[config.mk]
export PLATFORM = sky130hd
export DESIGN_NAME = rpla_top
export DESIGN_NICKNAME = d
export VERILOG_FILES = /design/src/rtl/rpla_pkg.sv /design/src/rtl/rpla_cnot.sv /design/src/rtl/rpla_mux3.sv /design/src/rtl/rpla_fanout.sv /design/src/rtl/rpla_chain.sv /design/src/rtl/rpla_term.sv /design/src/rtl/rpla_cfg.sv /design/src/rtl/rpla_top.sv
export SDC_FILE = /design/constraint.sdc
export NUM_CORES = 1
export LEC_CHECK = 0
export BUFFER_PORTS_ARGS = -buffer_cell sky130_fd_sc_hd__buf_2
export CAP_MARGIN = 0
export CORE_MARGIN = 5
export CORE_UTILIZATION = 25
export DETAILED_ROUTE_END_ITERATION = 8
export PLACE_DENSITY = 0.49
export SLEW_MARGIN = 5
export SYNTH_ARGS = -nofsm -noshare
export SYNTH_HDL_FRONTEND = slang
export SYNTH_SLANG_ARGS = --single-unit
[constraint.sdc]
create_clock -name clk -period 8.1 [get_ports clk]
set_clock_uncertainty 0.1 [all_clocks]
set_input_delay 0.81 -clock clk [delete_from_list [all_inputs] [get_ports clk]]
set_output_delay 0.81 -clock clk [all_outputs]
set_load 0.01 [all_outputs]
[src/rtl/rpla_pkg.sv]
package rpla_pkg;

  function automatic int garbage_lines(input int n, input int p, input int m, input bit pal);
    if (pal) return 5 * n * p + 2 * p + m;
    return 5 * n * p + 4 * p * m + m;
  endfunction

  function automatic int ancilla_lines(input int n, input int p, input int m, input bit pal);
    if (pal) return 2 * n * p - n + 2 * p + m;
    return 2 * n * p - n + 3 * p * m + m;
  endfunction

  localparam logic [1:0] LIT_SKIP = 2'b00;
  localparam logic [1:0] LIT_TRUE = 2'b01;
  localparam logic [1:0] LIT_INV  = 2'b10;
  localparam logic [1:0] LIT_KILL = 2'b11;

endpackage

[src/rtl/rpla_cnot.sv]
module rpla_cnot (
  input  logic a_i,
  input  logic b_i,
  output logic p_o,
  output logic q_o
);
  assign p_o = a_i;
  assign q_o = a_i ^ b_i;
endmodule

[src/rtl/rpla_mux3.sv]
module rpla_mux3 (
  input  logic a_i,
  input  logic b_i,
  input  logic c_i,
  output logic p_o,
  output logic q_o,
  output logic r_o
);
  assign p_o = a_i;
  assign q_o = a_i ^ b_i ^ c_i;
  assign r_o = (~a_i & c_i) ^ (a_i & b_i);
endmodule

[src/rtl/rpla_fanout.sv]
// Produces K copies of one line through a chain of copy gates.
module rpla_fanout #(
  parameter int K = 2
) (
  input  logic         x_i,
  output logic [K-1:0] y_o
);
  logic [K-1:0] link;
  assign link[0] = x_i;

  for (genvar i = 0; i < K - 1; i++) begin : g_copy
    rpla_cnot u_cp (
      .a_i (link[i]),
      .b_i (1'b0),
      .p_o (link[i+1]),
      .q_o (y_o[i])
    );
  end

  assign y_o[K-1] = link[K-1];
endmodule

[src/rtl/rpla_chain.sv]
// Linear AND or OR reduction built from selector gates.
module rpla_chain #(
  parameter int W     = 4,
  parameter bit IS_OR = 1'b0
) (
  input  logic [W-1:0]   v_i,
  output logic           y_o,
  output logic [2*W-1:0] garb_o
);
  logic [W:0] acc;

  if (IS_OR) begin : g_seed_or
    assign acc[0] = 1'b0;
  end else begin : g_seed_and
    assign acc[0] = 1'b1;
  end

  for (genvar i = 0; i < W; i++) begin : g_stage
    if (IS_OR) begin : g_or
      rpla_mux3 u_g (
        .a_i (v_i[i]),
        .b_i (1'b1),
        .c_i (acc[i]),
        .p_o (garb_o[2*i]),
        .q_o (garb_o[2*i+1]),
        .r_o (acc[i+1])
      );
    end else begin : g_and
      rpla_mux3 u_g (
        .a_i (v_i[i]),
        .b_i (acc[i]),
        .c_i (1'b0),
        .p_o (garb_o[2*i]),
        .q_o (garb_o[2*i+1]),
        .r_o (acc[i+1])
      );
    end
  end

  assign y_o = acc[W];
endmodule

[src/rtl/rpla_term.sv]
// One product term: per-input literal stage followed by an AND chain.
module rpla_term #(
  parameter int N_IN = 4
) (
  input  logic [N_IN-1:0]   x_i,
  input  logic [2*N_IN-1:0] sel_i,
  output logic              y_o,
  output logic [5*N_IN-1:0] garb_o
);
  localparam int LG = 3 * N_IN;

  logic [N_IN-1:0] lit;

  for (genvar i = 0; i < N_IN; i++) begin : g_lit
    logic [1:0] code;
    logic       use_x, flip, idle_val, xs;
    assign code     = sel_i[2*i +: 2];
    assign use_x    = code[0] ^ code[1];
    assign flip     = code[1];
    assign idle_val = (code == rpla_pkg::LIT_SKIP);

    rpla_cnot u_pol (
      .a_i (flip),
      .b_i (x_i[i]),
      .p_o (garb_o[3*i]),
      .q_o (xs)
    );

    rpla_mux3 u_pick (
      .a_i (use_x),
      .b_i (xs),
      .c_i (idle_val),
      .p_o (garb_o[3*i+1]),
      .q_o (garb_o[3*i+2]),
      .r_o (lit[i])
    );
  end

  rpla_chain #(.W(N_IN), .IS_OR(1'b0)) u_and (
    .v_i    (lit),
    .y_o    (y_o),
    .garb_o (garb_o[LG +: 2*N_IN])
  );
endmodule

[src/rtl/rpla_cfg.sv]
// Shadow and active configuration stores with reset synchroniser.
module rpla_cfg #(
  parameter int N_IN   = 4,
  parameter int N_TERM = 8,
  parameter int N_OUT  = 4,
  parameter int AW     = 4,
  parameter int ROWW   = 9
) (
  input  logic                               clk,
  input  logic                               rst_n,
  input  logic                               we_i,
  input  logic [AW-1:0]                      addr_i,
  input  logic [ROWW-1:0]                    wdata_i,
  input  logic                               commit_i,
  output logic [N_TERM-1:0][2*N_IN-1:0]      and_act_o,
  output logic [N_OUT-1:0][N_TERM:0]         or_act_o
);
  localparam int SELW = 2 * N_IN;

  logic rs_q1, rs_q2, rst_s_n;

  always_ff @(posedge clk or negedge rst_n) begin
    if (!rst_n) begin
      rs_q1 <= 1'b0;
      rs_q2 <= 1'b0;
    end else begin
      rs_q1 <= 1'b1;
      rs_q2 <= rs_q1;
    end
  end
  assign rst_s_n = rs_q2;

  logic [N_TERM-1:0][SELW-1:0] and_sh_q, and_sh_d, and_act_q;
  logic [N_OUT-1:0][N_TERM:0]  or_sh_q, or_sh_d, or_act_q;
  logic                        sh_en, act_en;

  assign sh_en  = we_i;
  assign act_en = commit_i;

  always_comb begin
    and_sh_d = and_sh_q;
    or_sh_d  = or_sh_q;
    for (int t = 0; t < N_TERM; t++) begin
      if (addr_i == AW'(t)) and_sh_d[t] = wdata_i[SELW-1:0];
    end
    for (int m = 0; m < N_OUT; m++) begin
      if (addr_i == AW'(N_TERM + m)) or_sh_d[m] = wdata_i[N_TERM:0];
    end
  end

  always_ff @(posedge clk or negedge rst_s_n) begin
    if (!rst_s_n) begin
      and_sh_q <= '0;
      or_sh_q  <= '0;
    end else if (sh_en) begin
      and_sh_q <= and_sh_d;
      or_sh_q  <= or_sh_d;
    end
  end

  always_ff @(posedge clk or negedge rst_s_n) begin
    if (!rst_s_n) begin
      and_act_q <= '0;
      or_act_q  <= '0;
    end else if (act_en) begin
      and_act_q <= and_sh_q;
      or_act_q  <= or_sh_q;
    end
  end

  assign and_act_o = and_act_q;
  assign or_act_o  = or_act_q;
endmodule

[src/rtl/rpla_top.sv]
module rpla_top #(
  parameter int N_IN     = 4,
  parameter int N_TERM   = 8,
  parameter int N_OUT    = 4,
  parameter bit PAL_MODE = 1'b0,
  localparam int SELW    = 2 * N_IN,
  localparam int ROWW    = (SELW > N_TERM + 1) ? SELW : N_TERM + 1,
  localparam int ROWS    = N_TERM + N_OUT,
  localparam int AW      = (ROWS > 2) ? $clog2(ROWS) : 1,
  localparam int GARB    = rpla_pkg::garbage_lines(N_IN, N_TERM, N_OUT, PAL_MODE),
  localparam int ANC     = rpla_pkg::ancilla_lines(N_IN, N_TERM, N_OUT, PAL_MODE)
) (
  input  logic              clk,
  input  logic              rst_n,
  input  logic              cfg_we,
  input  logic [AW-1:0]     cfg_addr,
  input  logic [ROWW-1:0]   cfg_wdata,
  input  logic              cfg_commit,
  input  logic [N_IN-1:0]   x_i,
  output logic [N_OUT-1:0]  y_o,
  output logic [GARB-1:0]   garbage_o,
  output logic [31:0]       garbage_count,
  output logic [31:0]       ancilla_count
);
  localparam int GRP      = N_TERM / N_OUT;
  localparam int TG       = 5 * N_IN;
  localparam int TERM_END = TG * N_TERM;

  assign garbage_count = 32'(GARB);
  assign ancilla_count = 32'(ANC);

  logic [N_TERM-1:0][SELW-1:0] and_act;
  logic [N_OUT-1:0][N_TERM:0]  or_act;

  rpla_cfg #(
    .N_IN(N_IN), .N_TERM(N_TERM), .N_OUT(N_OUT), .AW(AW), .ROWW(ROWW)
  ) u_cfg (
    .clk       (clk),
    .rst_n     (rst_n),
    .we_i      (cfg_we),
    .addr_i    (cfg_addr),
    .wdata_i   (cfg_wdata),
    .commit_i  (cfg_commit),
    .and_act_o (and_act),
    .or_act_o  (or_act)
  );

  // Input copies: one per product term.
  logic [N_TERM-1:0] xin_cp [N_IN];
  logic [N_IN-1:0]   term_x [N_TERM];
  logic [N_TERM-1:0] term_v;

  for (genvar i = 0; i < N_IN; i++) begin : g_xfan
    rpla_fanout #(.K(N_TERM)) u_fan (
      .x_i (x_i[i]),
      .y_o (xin_cp[i])
    );
    for (genvar t = 0; t < N_TERM; t++) begin : g_route
      assign term_x[t][i] = xin_cp[i][t];
    end
  end

  for (genvar t = 0; t < N_TERM; t++) begin : g_term
    rpla_term #(.N_IN(N_IN)) u_term (
      .x_i    (term_x[t]),
      .sel_i  (and_act[t]),
      .y_o    (term_v[t]),
      .garb_o (garbage_o[t*TG +: TG])
    );
  end

  if (PAL_MODE) begin : g_fixed_or
    localparam int OW = 2 * GRP + 1;
    for (genvar m = 0; m < N_OUT; m++) begin : g_out
      logic or_v;
      rpla_chain #(.W(GRP), .IS_OR(1'b1)) u_or (
        .v_i    (term_v[m*GRP +: GRP]),
        .y_o    (or_v),
        .garb_o (garbage_o[TERM_END + m*OW +: 2*GRP])
      );
      rpla_cnot u_inv (
        .a_i (or_act[m][N_TERM]),
        .b_i (or_v),
        .p_o (garbage_o[TERM_END + m*OW + 2*GRP]),
        .q_o (y_o[m])
      );
    end
  end else begin : g_prog_or
    localparam int SEL_BASE = TERM_END;
    localparam int CH_BASE  = TERM_END + 2 * N_TERM * N_OUT;
    localparam int OW       = 2 * N_TERM + 1;

    logic [N_OUT-1:0]  term_cp [N_TERM];
    logic [N_TERM-1:0] gated   [N_OUT];

    for (genvar t = 0; t < N_TERM; t++) begin : g_tfan
      rpla_fanout #(.K(N_OUT)) u_fan (
        .x_i (term_v[t]),
        .y_o (term_cp[t])
      );
    end

    for (genvar m = 0; m < N_OUT; m++) begin : g_out
      logic or_v;
      for (genvar t = 0; t < N_TERM; t++) begin : g_gate
        rpla_mux3 u_en (
          .a_i (or_act[m][t]),
          .b_i (term_cp[t][m]),
          .c_i (1'b0),
          .p_o (garbage_o[SEL_BASE + 2*(m*N_TERM + t)]),
          .q_o (garbage_o[SEL_BASE + 2*(m*N_TERM + t) + 1]),
          .r_o (gated[m][t])
        );
      end
      rpla_chain #(.W(N_TERM), .IS_OR(1'b1)) u_or (
        .v_i    (gated[m]),
        .y_o    (or_v),
        .garb_o (garbage_o[CH_BASE + m*OW +: 2*N_TERM])
      );
      rpla_cnot u_inv (
        .a_i (or_act[m][N_TERM]),
        .b_i (or_v),
        .p_o (garbage_o[CH_BASE + m*OW + 2*N_TERM]),
        .q_o (y_o[m])
      );
    end
  end
endmodule

==> metrics.md, run 1 <==
| Metric | Value |
|---|---|
| Cell Chain, Critical Path | buf_2 > mux2i_1 > ha_1 > ha_1 > ha_1 > ha_1 > inv_1 > ha_1 > ha_1 > ha_1 > ha_1 > ha_1 > ha_1 > ha_1 > xnor2_1 > buf_2 |
| Row count | 84 |
| Avg Cell Area, Syn | 10.5 sq um |
| Final critical delay including setup and external delays | 5.42 ns |
| Pwr per Cell Area | 336 nW/um^2 |
| Standby leakage power | 7.13 nW |
| Number of endpoints with negative hold slack in the final report | 0 |
| Clock insertion delay at the later pin of the skew report | 0.53 ns |
| Biggest cell delay along the critical path | 0.51 ns |
| Max Clk Rate | 184 MHz |
| Clock tree from TritonCTS | built |
| Capture point of the worst path | y_o[0] |
| Floorplan die width | 241 um |
| Vias | 7,733 |
| Count of nets after finishing | 1,423 |
| Most common library cell in the layout ignoring fill and taps | buf_2 |
| Largest net degree at the start of global routing | 85 |
| Worst hold path class | reg2reg |
| Cell at the root of the clock tree | clkbuf_16 |
| Slew margin rel. | 0.395 |
| Routability Congestion | 0.743 |
| Number of global-route vias before repair | 7,847 |
| Number of nets still failing antenna checks after routing | 0 |
| RSZ-0062 raised after global routing | no |
| Clock-pin slew of the registers on the worst-case setup and hold paths | 0.05 ns |
| Kind of launch point of the worst setup path | input pin |
| Post-route setup TNS | 0 ns |
| Summed instance area of the synthesized netlist | 13,400 sq um |
| Highest-count cells in the layout ignoring fill and taps | buf_2 (315), dfrtp_1 (201), inv_1 (132) |
| Routed Wire Length | 34,900 um |
| Category of the critical setup timing path | in2out |
| Starting density of the core | 0.253 |
| DP HPWL | 26,600 um |
| Final hold slack | 0.255 ns |
| Post-synthesis to final-layout area growth | 5.52% |
| Setup crit end kind | output port |
| Per-cell via count in the routed design | 3.88 |
| Req. time, crit path | 7.19 ns |
| Final Cycle Share | 0.669 |
| Pins Over Slew Limit | 0 |
| Number of antenna violations at the first check in global routing | 2 |
| Yosys cell types | 24 |
| Wire per inst | 17.5 um |
| Floorplan core area | 52,900 sq um |
| FF-to-FF End | u_cfg.and_sh_q[12] |
| Bufs on Longest Clock Path | 3 |
| Total I/O pin count | 381 |
| Share of layout cells above drive strength 1 | 0.389 |
| Arrival @ worst endpoint | 4.51 ns |
| Number of standard cells after synthesis | 1,273 |
| Critical path fanouts, max | 16 |
| CTS H-tree depth | 1 |
| Cell with the most instances on the worst path | ha_1 |
| CTS buffer count | 25 |
| Wire length of the first global-routing pass | 50,200 um |
| Count of port buffers added during placement | 316 |
| Vertical extent of the die | 241 um |
| MaxCap Viol Count | 0 |
| Die Area | 58,300 sq um |
| Worst Max-Slew Pin Slew | 0.907 ns |
| Cell count of the worst reg-to-reg path | 1 |
| Global routing usage summed across all routing layers | 0.114 |
| Number of register bits inferred by synthesis | 202 |
| Starting DRC count in detailed routing | 306 |
| Worst reg2reg path startpoint | u_cfg.rs_q2 |
| Critical path origin | x_i[1] |
| Status | finished clean |
| GRT Residual Overflow | 0 |
| Router iterations before antenna repair | 6 |
| Count of endpoints failing setup in the final report | 0 |
| Syn. warnings | 0 |
| Flop2flop setup slack | 6.07 ns |
| Sequential cell area fraction in the yosys report | 0.377 |
| Peak supply drop | 134 uV |
| Clock Sink Count | 202 |
| CP max-delay cell | buf_2 |
| Total of cells resized after clock tree synthesis | 0 |
| Number of remaining DRC errors | 0 |
Yosys cell counts:
cell type | number | area (sq um)
buf_1 | 1 | 3.75
buf_2 | 11 | 55.1
buf_4 | 362 | 2720
buf_6 | 1 | 11.3
clkbuf_1 | 23 | 86.3
conb_1 | 2 | 7.51
dfrtp_1 | 202 | 5050
ha_1 | 116 | 1450
inv_1 | 132 | 495
mux2_2 | 112 | 1260
mux2_4 | 24 | 360
mux2i_1 | 24 | 240
nand2_1 | 73 | 274
nand2b_1 | 2 | 12.5
nand3_1 | 1 | 5.00
nand3b_1 | 4 | 30.0
nor2_1 | 1 | 3.75
nor2_2 | 6 | 37.5
nor3b_2 | 1 | 12.5
o21a_1 | 8 | 60.1
o21ai_0 | 64 | 320
or3_1 | 3 | 18.8
xnor2_1 | 68 | 596
xor2_1 | 32 | 280
state kept, by name, indices dropped and copies added, names as in the netlist:
name / flops
u_cfg.rs_q2: 1
u_cfg.or_act_o: 36
u_cfg.and_act_o: 64
u_cfg.rs_q1: 1
u_cfg.or_sh_q: 36
u_cfg.and_sh_q: 64
worst max-delay path: cells and delay by family:
| kind | cells | cell delay, ns |
|---|---|---|
| fa+ha+maj | 11 | 2.54 |
| buf+inv | 3 | 0.71 |
| mux | 1 | 0.30 |
| xor+xnor | 1 | 0.12 |
worst min path at each step:
stage                startpoint           to  depth (start not counted)  slack [ns]
finish              u_cfg.rs_q1  u_cfg.rs_q2                          0        0.25
global route        u_cfg.rs_q1  u_cfg.rs_q2                          0        0.28
CTS                 u_cfg.rs_q1  u_cfg.rs_q2                          0        0.26
detailed placement  u_cfg.rs_q1  u_cfg.rs_q2                          0        0.24
global placement    u_cfg.rs_q1  u_cfg.rs_q2                          0        0.24
floorplan           u_cfg.rs_q1  u_cfg.rs_q2                          0        0.23
stage by stage:
step	util	power [mW]	cell area, sq um	std cells	setup slack, ns
after floorplan	-	3.53	13600	1336	1.95
after global placement	0.250	3.61	13200	1946	2.63
after detailed placement	0.250	3.64	13200	1946	2.58
after CTS	0.267	4.87	14100	1992	2.57
after global routing	0.267	5.12	14100	1992	2.49
final	0.267	4.75	14100	1993	2.68
cells by family (layout without fill, tap and decap cells):
family | after synthesis | count (layout) | share of synthesized area
other | 2 | 66 | 0.000561
buffers and inverters | 530 | 498 | 0.252
and+or+nand+nor | 91 | 91 | 0.0294
AOI/OAI and AO/OA | 72 | 72 | 0.0284
muxes | 160 | 160 | 0.139
adders and majority gates | 116 | 116 | 0.108
xor gates and xnor gates | 100 | 100 | 0.0654
DFF | 202 | 202 | 0.377
routing by layer:
layer | vias up | GRT usage | part of all wire
met5 | - | 0 | 0
met4 | 0 | 0.0188 | 0.016
met3 | 34 | 0.0228 | 0.063
met2 | 240 | 0.196 | 0.49
met1 | 3791 | 0.151 | 0.43
li1 | 3668 | - | -
power breakdown:
| part | total (mW) | leakage, nW | switching (mW) | internal [mW] |
|---|---|---|---|---|
| clock | 1.19 | 0.428 | 0.447 | 0.739 |
| combinational | 2.15 | 4.20 | 1.18 | 0.970 |
| sequential | 1.41 | 2.50 | 0.168 | 1.24 |
| total | 4.75 | 7.13 | 1.79 | 2.95 |
cell type report:
type | instances | area (sq um)
Fill cell | 5614 | 38700
Multi-Input combinational cell | 604 | 5210
Sequential cell | 202 | 5060
Timing Repair Buffer | 321 | 1630
Tap cell | 688 | 861
Clock buffer | 32 | 702
Inverter | 132 | 495
Clock inverter | 13 | 180
Antenna cell | 1 | 2.50
timing repair:
action | in CTS | in global routing
endpoints found under the hold margin | 2 | 0
hold buffers | 1 | 0
buffers inserted | 0 | 0
No activity file was read; power rests on OpenSTA's default activity.
==> run 2: changes to the inputs <==
==> constraint.sdc (replaced) <==
create_clock -name clk -period 5 [get_ports clk]
set_clock_uncertainty 0.1 [all_clocks]
set_input_delay 0.5 -clock clk [delete_from_list [all_inputs] [get_ports clk]]
set_output_delay 0.5 -clock clk [all_outputs]
set_load 0.01 [all_outputs]
==> run 2 against run 1 <==
Worst hold slack got worse by 0.16 ns. Non-clock buffer count rose by 4. Wire length is 0.78% lower. Critical path depth did not move. Via count shrank 0.62%. Final cell count increased by 0.25%. Sequential share of layout area increased by 0.060 points. Clock-buffer cell count grew 3. Core utilization about the same. Critical path type is now reg2out. Critical endpoint unchanged. Largest cell class unchanged. Largest power group unchanged. Highest routed layer is now met5.
==> metrics.md, run 2 (same netlist as run 1, synthesis figures left out) <==
| Metric | Value |
|---|---|
| Starting density of the core | 0.253 |
| Cell Chain, Critical Path | nand2_1 > o21a_1 > ha_1 > ha_1 > ha_1 > ha_1 > inv_1 > ha_1 > ha_1 > ha_1 > ha_1 > ha_1 > ha_1 > ha_1 > xnor2_1 > buf_2 |
| Post-route non-filler standard cell count | 1,998 |
| Vias | 7,685 |
| Cell at the root of the clock tree | clkbuf_16 |
| Routability Congestion | 0.747 |
| FF-to-FF End | u_cfg.or_act_o[1] |
| Peak supply drop | 209 uV |
| Worst Max-Slew Pin Slew | 0.874 ns |
| Critical path origin | u_cfg.and_act_o[1] |
| Starting DRC count in detailed routing | 208 |
| Kind of launch point of the worst setup path | flip-flop |
| Post-synthesis to final-layout area growth | 5.34% |
| Placed Cells | 1,950 |
| Vertical extent of the die | 241 um |
| Design Area, Final | 14,100 sq um |
| DP HPWL | 26,200 um |
| Pins Over Slew Limit | 0 |
| Number of endpoints with negative hold slack in the final report | 0 |
| Count of nets after finishing | 1,427 |
| Biggest cell delay along the critical path | 0.41 ns |
| Category of the critical setup timing path | reg2out |
| Die Area | 58,300 sq um |
| Final Cycle Share | 0.929 |
| Count of port buffers added during placement | 316 |
| Share of layout cells above drive strength 1 | 0.387 |
| CTS buffer count | 25 |
| Standby leakage power | 7.12 nW |
| Final critical delay including setup and external delays | 4.65 ns |
| Largest net degree at the start of global routing | 117 |
| Total chip power | 7.55 mW |
| Row count | 84 |
| Number of remaining DRC errors | 0 |
| Wire per inst | 17.3 um |
| Clock-pin slew of the registers on the worst-case setup and hold paths | 0.06 ns |
| CTS H-tree depth | 1 |
| Floorplan core area | 52,900 sq um |
| Cell with the most instances on the worst path | ha_1 |
| Worst hold path class | reg2async |
| Cell count of the worst reg-to-reg path | 1 |
| Global routing usage summed across all routing layers | 0.114 |
| Bufs on Longest Clock Path | 3 |
| Setup crit end kind | output port |
| Router iterations before antenna repair | 4 |
| Floorplan die width | 241 um |
| Post-route setup TNS | 0 ns |
| Number of antenna violations at the first check in global routing | 5 |
| CP max-delay cell | dfrtp_1 |
| Most common library cell in the layout ignoring fill and taps | buf_2 |
| Clock insertion delay at the later pin of the skew report | 0.53 ns |
| Arrival @ worst endpoint | 4.05 ns |
| Req. time, crit path | 4.40 ns |
| Routed Wire Length | 34,600 um |
| MaxCap Viol Count | 0 |
| DP Area | 13,300 sq um |
| Max Clk Rate | 215 MHz |
| Critical path fanouts, max | 4 |
| Clock Sink Count | 202 |
| RSZ-0062 raised after global routing | no |
| Count of endpoints failing setup in the final report | 0 |
| Total I/O pin count | 381 |
| Wire length of the first global-routing pass | 50,100 um |
| Highest-count cells in the layout ignoring fill and taps | buf_2 (315), dfrtp_1 (201), inv_1 (132) |
| GRT Residual Overflow | 0 |
| Status | finished clean |
| Capture point of the worst path | y_o[0] |
| Flop2flop setup slack | 3.54 ns |
| Worst reg2reg path startpoint | u_cfg.rs_q2 |
| Number of global-route vias before repair | 7,879 |
| Pwr per Cell Area | 535 nW/um^2 |
| Per-cell via count in the routed design | 3.85 |
| Slew margin rel. | 0.418 |
| Count of buffers added by post-CTS timing repair for setup | 0 |
| Number of nets still failing antenna checks after routing | 0 |
| Clock tree from TritonCTS | built |
-- run 2: final cells by class --
class / instances / area (sq um)
Inverter: 132 / 495
Tap cell: 688 / 861
Multi-Input combinational cell: 604 / 5210
Sequential cell: 202 / 5060
Clock buffer: 35 / 693
Timing Repair Buffer: 325 / 1680
Antenna cell: 2 / 5.00
Fill cell: 5611 / 38800
Clock inverter: 10 / 108
-- run 2: worst min path at each step --
stage,startpoint,to,slack (ns)
floorplan,rst_n,u_cfg.rs_q1,0.10
global placement,u_cfg.rs_q2,u_cfg.and_sh_q[54],0.10
detailed placement,u_cfg.rs_q2,u_cfg.and_sh_q[54],0.10
CTS,u_cfg.rs_q2,u_cfg.or_sh_q[25],0.11
global route,u_cfg.rs_q2,u_cfg.and_sh_q[55],0.12
finish,u_cfg.rs_q2,u_cfg.and_sh_q[54],0.1
-- run 2: what timing repair did --
item                      CTS  global route
hold buffers                1             0
hold endpoints to repair    2             0
resized for setup           0             0
-- run 2: metal layers --
metal,part of all wire,vias to the layer above,wire (um),track usage
li1,-,3683,-,-
met1,0.45,3704,15400,0.153
met2,0.47,241,16200,0.188
met3,0.066,51,2270,0.0273
met4,0.020,6,703,0.0222
met5,0.0013,-,45,0
-- run 2: critical path: cells and delay by family (launching register included) --
kind / cells / cell delay [ns]
flip-flops: 1 / 0.41
AND/OR/NAND/NOR: 1 / 0.08
buffers and inverters: 2 / 0.21
XOR/XNOR: 1 / 0.13
AO/OA/AOI/OAI: 1 / 0.16
adder cells (fa/ha/maj): 11 / 2.52
-- run 2: report_power, final --
part	internal, mW	leakage (nW)	total (mW)	switching (mW)
Clock	1.07	0.386	1.79	0.725
Sequential	2.01	2.50	2.27	0.263
Combinational	1.57	4.23	3.49	1.91
-- run 2: through the flow --
stage / hold WS (ns) / worst slack [ns] / util
after CTS: 0.108 / 0.200 / 0.267
after floorplan: 0.104 / 0.890 / -
after detailed placement: 0.104 / 0.415 / 0.251
final: 0.0981 / 0.355 / 0.267
after global placement: 0.103 / 0.502 / 0.251
after global routing: 0.121 / 0.0442 / 0.267
==> run 3: changes to the inputs <==
--- a/config.mk
+++ b/config.mk
@@ -10,8 +10,9 @@
 export CORE_MARGIN = 5
 export CORE_UTILIZATION = 25
 export DETAILED_ROUTE_END_ITERATION = 8
-export PLACE_DENSITY = 0.49
+export PLACE_DENSITY = 0.48
 export SLEW_MARGIN = 5
 export SYNTH_ARGS = -nofsm -noshare
 export SYNTH_HDL_FRONTEND = slang
+export SYNTH_HIERARCHICAL = 1
 export SYNTH_SLANG_ARGS = --single-unit
==> run 3 against run 2 <==
The flow now finishes with violations (setup timing). Cell area is 39% higher. Sequential cell count did not move. Via count grew 19%. Clock power up 5%. Final cell count is 28% higher. Combinational power up 120%. Synthesized cell count down 4.6%. Critical path type unchanged.
==> metrics.md, run 3 <==
| Metric | Value |
|---|---|
| Top flip-flop cell by instance count after synthesis | dfrtp_1 |
| Number of register bits inferred by synthesis | 202 |
| Count of flip-flops with a built-in enable after synthesis | 0 |
| DP HPWL | 30,600 um |
| CTS buffer count | 25 |
| Worst Setup Slack, final | -1.33 ns |
| Layer with the highest usage after global routing | met2 |
| Pins Over Slew Limit | 0 |
| Proportion of netlist area held by the largest area contributor | 0.318 |
| Biggest cell delay along the critical path | 0.38 ns |
| Number of nets still failing antenna checks after routing | 0 |
| Floorplan die width | 262 um |
| Peak supply drop | 377 uV |
| Slew margin rel. | 0.435 |
| Cell at the root of the clock tree | clkbuf_16 |
| Yosys cell types | 22 |
| MaxCap Viol Count | 0 |
| Count of port buffers added during placement | 316 |
| Avg Cell Area, Syn | 13.1 sq um |
| Met1 Track Usage GR | 0.143 |
| Post-synthesis to final-layout area growth | 23.2% |
| Number of endpoints with negative hold slack in the final report | 0 |
| Row count | 92 |
| Worst hold path class | in2reg |
| Setup crit end kind | output port |
| Routability Congestion | 0.740 |
| Wire length of the first global-routing pass | 57,000 um |
| CP max-delay cell | dfrtp_1 |
| Die Area | 68,700 sq um |
| Share of layout cells above drive strength 1 | 0.501 |
| Number of antenna violations at the first check in global routing | 6 |
| Cell types with the largest area share after synthesis | dfrtp_1 (32%), mux2_2 (22%), xor3_1 (19%), buf_4 (14%), xor2_1 (4.9%) |
| Summed instance area of the synthesized netlist | 15,900 sq um |
| Cell taking the most area after synthesis | dfrtp_1 |
| Req. time, crit path | 4.40 ns |
| Family with the most delay on the worst path | multiplexers |
| Clock tree from TritonCTS | built |
| Fill cell total of the finished layout | 6,502 |
| Clock-pin slew of the registers on the worst-case setup and hold paths | 0.06 ns |
| Sequential cell area fraction in the yosys report | 0.318 |
| Max Clk Rate | 158 MHz |
| Clock Sink Count | 202 |
| Cell with the most instances on the worst path | mux2_4 |
| Starting density of the core | 0.252 |
| Routed Wire Length | 39,300 um |
| Total chip power | 11.9 mW |
| Setup Slack @ Placement | -1.07 ns |
| Per-cell via count in the routed design | 3.59 |
| Vertical extent of the die | 262 um |
| Kind of launch point of the worst setup path | flip-flop |
| Final critical delay including setup and external delays | 6.33 ns |
| Starting DRC count in detailed routing | 200 |
| Proportion of synthesized flip-flops having asynchronous set or reset | 1.00 |
| Wire per inst | 15.4 um |
| Clock insertion delay at the later pin of the skew report | 0.52 ns |
| Vias | 9,165 |
| Number of global-route vias before repair | 9,441 |
| Most common library cell in the layout ignoring fill and taps | conb_1 |
| Final Cycle Share | 1.27 |
| Count of nets after finishing | 1,741 |
| Router iterations before antenna repair | 4 |
| Largest net degree at the start of global routing | 103 |
| Global routing usage summed across all routing layers | 0.108 |
| GRT Residual Overflow | 0 |
| Bufs on Longest Clock Path | 3 |
| Highest-count cells in the layout ignoring fill and taps | conb_1 (333), buf_2 (313), mux2_2 (272) |
| Number of remaining DRC errors | 0 |
| Cell types with the highest counts after synthesis | mux2_2 (311), buf_4 (293), dfrtp_1 (202) |
| Met3 usage | 0.0223 |
| Met2 track utilization from global routing | 0.188 |
| Cell Chain, Critical Path | inv_2 > ha_4 > mux2_4 > mux2_4 > mux2_4 > mux2_4 > mux2_4 > xor2_2 > mux2_4 > mux2_4 > mux2_4 > mux2_4 > mux2_4 > mux2_4 > mux2_4 > mux2_4 > mux2_4 > xor2_2 > buf_2 |
| Pwr per Cell Area | 606 nW/um^2 |
| Status | finished, violations left |
| Category of the critical setup timing path | reg2out |
| Failing checks | setup timing |
| Syn. warnings | 6 |
| Count leader, synth | mux2_2 |
| Buffers and inverters on the worst path | 2 |
| RSZ-0062 raised after global routing | yes |
| Standby leakage power | 10.5 nW |
| Floorplan core area | 63,000 sq um |
| CTS H-tree depth | 1 |
| Worst Max-Slew Pin Slew | 0.846 ns |
| Number of standard cells after synthesis | 1,214 |
| Post-route setup TNS | -17.25 ns |
| Critical path fanouts, max | 4 |
| Count of endpoints failing setup in the final report | 23 |
| Arrival @ worst endpoint | 5.73 ns |
| Total I/O pin count | 381 |
[run 3: report_power, final]
part / internal (mW) / switching, mW
Clock: 1.19 / 0.691
Combinational: 4.47 / 3.14
Sequential: 2.05 / 0.336
Total: 7.70 / 4.16
[run 3: layout make-up]
class / count / area [sq um] / area share
Multi-Input combinational cell: 928 / 9580 / 0.490
Sequential cell: 202 / 5060 / 0.258
Timing Repair Buffer: 467 / 2760 / 0.141
Tap cell: 846 / 1060 / 0.0541
Clock buffer: 37 / 751 / 0.0384
Inverter: 64 / 240 / 0.0123
Clock inverter: 8 / 119 / 0.00607
Antenna cell: 2 / 5.00 / 0.000256
[run 3: cell families after synthesis]
logic type | after synthesis | synth area share
flip-flops | 202 | 0.318
buffers and inverters | 378 | 0.160
AND/OR/NAND/NOR | 19 | 0.0103
multiplexers | 328 | 0.237
adder cells (fa/ha/maj) | 32 | 0.0252
other | 39 | 0.00922
XOR/XNOR | 216 | 0.240
[run 3: per-layer routing]
metal	routed length [um]	vias up
li1	-	4411
met1	17600	4499
met2	19000	215
met3	2130	38
met4	540	2
met5	13	-
[run 3: path summary, 6_finish.rpt]
kind,cells after the start,slack (ns),endpoint,start
worst max-delay path,19,-1.33,y_o[0],u_cfg/and_act_o[1]
worst min-delay path,2,0.17,u_cfg/or_sh_q[8],cfg_wdata[8]
worst max register to register,1,3.37,u_cfg/and_sh_q[38],u_cfg/rs_q2
worst min register to register,0,0.23,u_cfg/and_act_o[4],u_cfg/rs_q2
max in group asynchronous,1,3.37,u_cfg/and_sh_q[38],u_cfg/rs_q2
min in group asynchronous,2,0.19,u_cfg/rs_q2,rst_n
[run 3: metrics by stage]
stage / utilization / area (sq um) / cells / hold slack [ns]
2_1_floorplan: - / 17100 / 1508 / 0.104
3_3_place_gp: 0.294 / 18500 / 2496 / 0.188
4_1_cts: 0.309 / 19500 / 2545 / 0.133
6_report: 0.311 / 19600 / 2554 / 0.166
3_5_place_dp: 0.294 / 18500 / 2496 / 0.191
5_1_grt: 0.311 / 19600 / 2552 / 0.153
[run 3: timing repair]
item / in CTS / in global routing
resized for setup: 11 / 10
pin swaps: 2 / 3
hold buffers: 1 / 0
hold endpoints to repair: 2 / 0
endpoints found under the setup margin: 24 / 25
buffers inserted: 3 / 7
